## config.mk

```make
export PLATFORM = sky130hd
export DESIGN_NAME = mstep_unit
export DESIGN_NICKNAME = d
export VERILOG_FILES = /design/src/rtl/mstep_pkg.sv /design/src/rtl/mstep_operand.sv /design/src/rtl/mstep_adder.sv /design/src/rtl/mstep_yshift.sv /design/src/rtl/mstep_unit.sv
export SDC_FILE = /design/constraint.sdc
export NUM_CORES = 1
export LEC_CHECK = 0
export BUFFER_PORTS_ARGS = -buffer_cell sky130_fd_sc_hd__buf_2
export CORE_MARGIN = 2
export CORE_UTILIZATION = 45
export DETAILED_ROUTE_END_ITERATION = 10
export MAX_ROUTING_LAYER = met4
export PLACE_DENSITY = 0.77
export REMOVE_ABC_BUFFERS = 1
export SYNTH_ARGS = -nofsm -noshare
export SYNTH_HDL_FRONTEND = slang
export SYNTH_SLANG_ARGS = --single-unit
```

## constraint.sdc

```tcl
create_clock -name clk -period 4 [get_ports clk]
set_input_delay 0.8 -clock clk [delete_from_list [all_inputs] [get_ports clk]]
set_output_delay 0.8 -clock clk [all_outputs]
set_load 0.01 [all_outputs]
```

## src/rtl/mstep_pkg.sv

```systemverilog
package mstep_pkg;
  typedef struct packed {
    logic n;
    logic z;
    logic v;
    logic c;
  } mstep_flags_t;
endpackage

```

## src/rtl/mstep_operand.sv

```systemverilog
// Forms the shifted partial product and the Y-gated addend.
module mstep_operand #(
  parameter int W = 32
) (
  input  logic [W-2:0] op1_hi,
  input  logic [W-1:0] op2,
  input  logic         y_lsb,
  input  logic         n_flag,
  input  logic         v_flag,
  output logic [W-1:0] partial,
  output logic [W-1:0] addend
);
  always_comb begin
    partial = {n_flag ^ v_flag, op1_hi};
    addend  = y_lsb ? op2 : '0;
  end
endmodule

```

## src/rtl/mstep_adder.sv

```systemverilog
// W-bit addition with the four condition flags.
module mstep_adder
  import mstep_pkg::*;
#(
  parameter int W = 32
) (
  input  logic [W-1:0]  partial,
  input  logic [W-1:0]  addend,
  output logic [W-1:0]  sum,
  output mstep_flags_t  flags
);
  localparam int MSB = W - 1;

  logic [W:0] wide;

  always_comb begin
    wide    = {1'b0, partial} + {1'b0, addend};
    sum     = wide[MSB:0];
    flags.c = wide[W];
    flags.n = wide[MSB];
    flags.z = (wide[MSB:0] == '0);
    flags.v = (partial[MSB] == addend[MSB]) && (wide[MSB] != addend[MSB]);
  end
endmodule

```

## src/rtl/mstep_yshift.sv

```systemverilog
// Shifts Y right, catching the bit dropped from the partial product.
module mstep_yshift #(
  parameter int W = 32
) (
  input  logic [W-2:0] y_hi,
  input  logic         op1_lsb,
  output logic [W-1:0] y_next
);
  always_comb y_next = {op1_lsb, y_hi};
endmodule

```

## src/rtl/mstep_unit.sv

```systemverilog
module mstep_unit
  import mstep_pkg::*;
#(
  parameter int W = 32
) (
  input  logic         clk,
  input  logic         rst_n,
  input  logic         in_valid,
  output logic         in_ready,
  input  logic [W-1:0] in_op1,
  input  logic [W-1:0] in_op2,
  input  logic [W-1:0] in_y,
  input  logic         in_n,
  input  logic         in_v,
  output logic         out_valid,
  input  logic         out_ready,
  output logic [W-1:0] out_res,
  output logic [W-1:0] out_y,
  output logic         out_n,
  output logic         out_z,
  output logic         out_v,
  output logic         out_c
);
  localparam int MSB = W - 1;

  logic [MSB:0]  partial;
  logic [MSB:0]  addend;
  logic [MSB:0]  sum;
  logic [MSB:0]  y_next;
  mstep_flags_t  flags_next;

  logic [MSB:0]  res_q;
  logic [MSB:0]  y_q;
  mstep_flags_t  flags_q;
  logic          valid_q;
  logic          take;

  mstep_operand #(.W(W)) u_operand (
    .op1_hi  (in_op1[MSB:1]),
    .op2     (in_op2),
    .y_lsb   (in_y[0]),
    .n_flag  (in_n),
    .v_flag  (in_v),
    .partial (partial),
    .addend  (addend)
  );

  mstep_adder #(.W(W)) u_adder (
    .partial (partial),
    .addend  (addend),
    .sum     (sum),
    .flags   (flags_next)
  );

  mstep_yshift #(.W(W)) u_yshift (
    .y_hi    (in_y[MSB:1]),
    .op1_lsb (in_op1[0]),
    .y_next  (y_next)
  );

  assign in_ready = !valid_q || out_ready;
  assign take     = in_valid && in_ready;

  always_ff @(posedge clk) begin
    if (!rst_n) begin
      valid_q <= 1'b0;
    end else if (in_ready) begin
      valid_q <= in_valid;
    end
  end

  always_ff @(posedge clk) begin
    if (!rst_n) begin
      res_q   <= '0;
      y_q     <= '0;
      flags_q <= '0;
    end else if (take) begin
      res_q   <= sum;
      y_q     <= y_next;
      flags_q <= flags_next;
    end
  end

  assign out_valid = valid_q;
  assign out_res   = res_q;
  assign out_y     = y_q;
  assign out_n     = flags_q.n;
  assign out_z     = flags_q.z;
  assign out_v     = flags_q.v;
  assign out_c     = flags_q.c;
endmodule

```

# ---- Word-level counts from Yosys, hierarchy flattened
# Cells that the tools add are included.
dict set report totals {
  reg_bits 69
  elab_cells 17
  inputBits 102
}
dict set report op_classes {
  bitwise 1
  eq_ne 2
  mux 1
  n_reduce_logical 5
  n_addsub 1
}
# operator count
set op_table {}
lappend op_table {{$add 32x32->33} 1}
lappend op_table {{$logic_not 32->1} 1}
lappend op_table {{$mux 32} 1}
lappend op_table {{$logic_and 1x1->1} 2}
lappend op_table {{$eq 1x1->1} 1}
lappend op_table {{$logic_not 1->1} 1}
lappend op_table {{$logic_or 1x1->1} 1}
lappend op_table {{$ne 1x1->1} 1}
lappend op_table {{$xor 1x1->1} 1}

# ---- Depth between registers and ports, before layout
dict set report logic_depth {
  word_depth 4
  depth_mapped 14
}

# ---- Modules after synthesis
# Synthesis repeated with hierarchy kept, for this count alone.
dict set report hier_totals {
  hier_cells 708
  hier_area_um2 5606.6
}
# mod cells_each instances area_each_um2 seq_area_each_um2
set modules_own_cells {}
lappend modules_own_cells {mstep_unit 300 1 2730.1 1381.3}
lappend modules_own_cells {mstep_adder 309 1 2139.6 0.0}
lappend modules_own_cells {mstep_operand 67 1 496.7 0.0}
lappend modules_own_cells {mstep_yshift 32 1 240.2 0.0}

# ---- Worst setup path after synthesis
# OpenSTA, ideal clock, no wires.
dict set report synth_timing {
  path_kind {input-to-reg}
  startpoint {input in_y[0]}
  endpoint {register flags_q, in the netlist out_z}
  path_stages 14
  arrival_time_ps 3738
  required_ps 3931
  setup_time_ps 69
  path_slack_ps 193
  path_buffers 2
  cell_sequence {clkbuf_1 and2_1 ha_1 buf_6 a21oi_4 o21ai_2 or4_4 o211ai_2 nor2_1 or4_1 nor3_1 nand3_1 or4b_1 o21ai_1}
}
dict set report synth_via {
  elab_chain_cells 3
}
# element line
set synth_lines {}
lappend synth_lines {{start, declared} mstep_unit.sv:12} ;# input logic [W-1:0] in_y,
lappend synth_lines {{$mux 32} mstep_operand.sv:15} ;# addend = y_lsb ? op2 : '0;
lappend synth_lines {{$add 32x32->33} mstep_adder.sv:17} ;# wide = {1'b0, partial} + {1'b0, addend};
lappend synth_lines {{$logic_not 32->1} mstep_adder.sv:21} ;# flags.z = (wide[MSB:0] == '0);
lappend synth_lines {{end signal, assigned} mstep_unit.sv:80} ;# flags_q <= flags_next;
lappend synth_lines {{end, declared} mstep_unit.sv:34} ;# mstep_flags_t flags_q;
# No other way between the ends.
# A chain may end at the register's enable or synchronous reset.

# ---- Final worst setup path
# Same ends and word-level chain as after synthesis.

==> out/results.tsv <==
stage	metric	value	unit
setup_path	Setup CP Type	in2reg	
floorplanning	Initial Utilization	46.5	%
routing	vias per inst	5.15	
logic_synthesis	sequential share of the synthesized area	29.8	%
setup_path	CP max-delay cell	or4b_1	
logic_synthesis	synthesized flop and latch total	68	
sta	unrepaired setup endpoints after global routing	false	
setup_path	most numerous cell on the critical path	buf_4	
clock_tree	CTS tree	yes	
logic_synthesis	Synth Warn #	0	
routing	Detailed Route Iter0 Violations	313	
logic_synthesis	Unique masters post-synth	62	
routing	Initial DRT Pass Iterations	4	
sta	Slew Limit Fails	0	
pwr	Max VDD drop	0.000146	V
layout	filler instances	913	
sta	crit share post-route	97.1	%
logic_synthesis	Mapped Avg Cell Area	7.86	sq um
routing	Detailed Route WL	12300	microns
grt	initial antenna violation count	0	
floorplanning	Die Height	105	microns
floorplanning	Die W	105	microns
grt	gr usage total	23.3	%
layout	Syn-to-layout area delta	32.7	%
routing	DR WL/cell	13.3	microns
place	Buffers on Ports	171	
routing	antenna-violating nets left	0	
routing	vias post-DR	4767	
sta	final hold violations	0	
grt	largest net degree at the start of global routing	69	
min_path	Min-Delay Path Class	reg2reg	
run_status	status	completed	
sta	clk_skew	0.00753	ns
logic_synthesis	fraction of registers with async set/reset	0	%
grt	vias in the first global route	4569	
setup_path	Worst Path Buf+Inv	3	
sta	max_slew headroom	53.1	%
clock_tree	worst skew pair latency	0.34	ns
floorplanning	Die Footprint	11000	sq um
sta	Slew @ Worst Pin	0.701	ns
pwr	pwr/cell area	306	nW/um^2
sta	crit path time final	3.88	ns
run	max cap viols	0	
grt	GR Overflow Total	0	
logic_synthesis	Main synth FF type	dfxtp_1	
pwr	Static Leak	3.00	nW
clock_tree	Post CTS Setup Buffer Count	0	
floorplanning	total I/O pin count	172	
layout	nets	923	
place	routability cong.	0.971	
place	DP Worst Slack	-0.207	ns
logic_synthesis	Synth Instances	581	
setup_path	Arr. time, crit path	4.16	ns
clock_tree	clock sinks	68	
layout	n_diodes	0	
clock_tree	CTS Buffer Depth	2	
clock_tree	htree depth	3	
setup_path	family with the most delay on the worst path	compound AO/OA/AOI/OAI gates	
logic_synthesis	Mapped Area	4570	sq um
layout	Util after Layout	61.7	%
clock_tree	clock root buffer	clkbuf_8	
sta	FMAX	257	MHz
floorplanning	CORE AREA	9820	sq um
setup_path	WP data required	4.27	ns
setup_path	R2R setup slack	1.48	ns
floorplanning	num rows	36	
setup_path	CP max stage delay	0.51	ns
grt	first-pass GRT wire length	20800	microns
sta	setup ws final	0.115	ns
layout	layout cell share with drive strength beyond 1	32.8	%
setup_path	Worst setup EP type	register	
logic_synthesis	EDFF count, synth	0	
setup_path	CP cell instances	buf_2, and2_1, ha_1, a21o_1, a31oi_1, buf_4, a21oi_2, buf_4, o31a_1, o31ai_1, o21ai_0, xnor2_1, nand3b_1, or4b_1, o21ai_1	
sta	setup violation total in the final timing report	0	
routing	# DRC	0	
setup_path	Worst setup SP type	input port	
clock_tree	CTS clk-pin slew, worst paths	0.07	ns
clock_tree	CTS Buf Count	9	
place	hpwl dp	9910	microns
setup_path	CP Max Fanout	6	
==> routing by layer <==
layer  part of all wire, %  global-route usage [%]  vias up  routed length, microns
li1                      -                       -     2435                       -
met1                    46                    28.5     2164                    5620
met2                    48                    38.8      150                    5920
met3                   4.6                    3.99       18                     568
met4                   1.9                    8.00        0                     230
met5                     0                       -        -                       0
==> cell families (layout without fill, tap and decap cells) <==
logic type,count (synthesis),count (layout),share of synthesized area [%]
AO/OA/AOI/OAI,162,162,25.3
XOR/XNOR,28,28,5.37
adder cells (fa/ha/maj),33,33,9.21
buffers and inverters,42,253,3.81
flip-flops,68,68,29.8
multiplexers,4,4,0.959
AND/OR/NAND/NOR,244,244,25.6
==> repair_timing <==
| item | in CTS | in global routing |
|---|---|---|
| resized for setup | 0 | 2 |
| endpoints found under the setup margin | 0 | 2 |
| hold buffers | 0 | 0 |
==> worst paths after layout <==
kind                               start               endpoint  cells after the start
setup reg to reg  out_valid$_SDFFE_PN0N_     out_z$_SDFFE_PN0P_                     10
hold reg to reg    out_y[8]$_SDFFE_PN0P_  out_y[8]$_SDFFE_PN0P_                      2
hold / removal     out_y[8]$_SDFFE_PN0P_  out_y[8]$_SDFFE_PN0P_                      2
setup / recovery                 in_y[0]     out_z$_SDFFE_PN0P_                     15
==> cell type report <==
cell class,count,area (sq um),share of cell area [%]
clock buffers,10,128,2.11
clock inverters,5,30.0,0.495
inverters,8,30.0,0.495
multi-input cells,471,3050,50.3
flip-flops and latches,68,1360,22.5
well taps,133,166,2.75
repair buffers,230,1300,21.4
==> cells in the final DEF (no fill, tap or decap), types with 6 or more instances in the layout <==
cell and n:
a21boi_0 44, a21o_1 13, a21oi_1 25, and2_1 50, buf_2 171, buf_4 59
clkbuf_8 9, dfxtp_1 68, ha_1 32, inv_1 8, nand2_1 126, nand4_1 8
nor2_1 21, nor3_1 7, o211a_1 6, o21a_1 6, o21ai_0 23, o21ai_1 6
o21bai_1 6, xnor2_1 19, xor2_1 9
==> stage by stage <==
stage	power, mW	hold WS [ns]	setup TNS (ns)	instances	area (sq um)
5_1_grt	1.98	0.485	0	925	6060
6_report	1.85	0.460	0	925	6060
4_1_cts	1.87	0.465	0	925	6050
3_5_place_dp	1.40	0.455	-0.369	910	5890
2_1_floorplan	1.13	0.481	0	547	4420
3_3_place_gp	1.39	0.447	-0.233	910	5890
==> cells in the mapped netlist, types with 4 or more instances <==
cell        n  share of area (%)
nand4_1     8                1.1
nor3_1      7               0.77
nand2_1   127                 10
a21o_1     13                2.1
o21ai_0    23                2.5
clkbuf_1   28                2.3
a21oi_1    25                2.7
inv_1       8               0.66
xnor2_1    19                3.6
o21bai_1    6               0.99
a21boi_0   44                7.2
dfxtp_1    68                 30
and2_1     51                7.0
xor2_1      9                1.7
o21ai_1     6               0.66
o21a_1      6               0.99
nor2_1     21                1.7
a31oi_1     4               0.55
nand3_1     5               0.55
buf_2       4               0.44
o211a_1     6                1.3
nor2b_1     5               0.69
ha_1       32                8.8
==> where the power goes <==
| part | switching [mW] | internal, mW | total [mW] | leakage, nW |
|---|---|---|---|---|
| combinational | 0.332 | 0.303 | 0.635 | 2.36 |
| clock | 0.244 | 0.218 | 0.462 | 0.0779 |
| sequential | 0.0268 | 0.730 | 0.756 | 0.560 |
==> tightest hold or removal path, delay by kind of cell (launching register included) <==
| kind | cells | cell delay (ns) |
|---|---|---|
| flops | 1 | 0.31 |
| compound gates | 1 | 0.06 |
| simple gates | 1 | 0.04 |
==> flip-flops by register name (all words and copies together), names as in the netlist <==
| register | count |
|---|---|
| out_res | 32 |
| out_v | 1 |
| out_c | 1 |
| out_y | 32 |
| out_z | 1 |
| out_valid | 1 |
No activity file was read; power rests on OpenSTA's default activity.
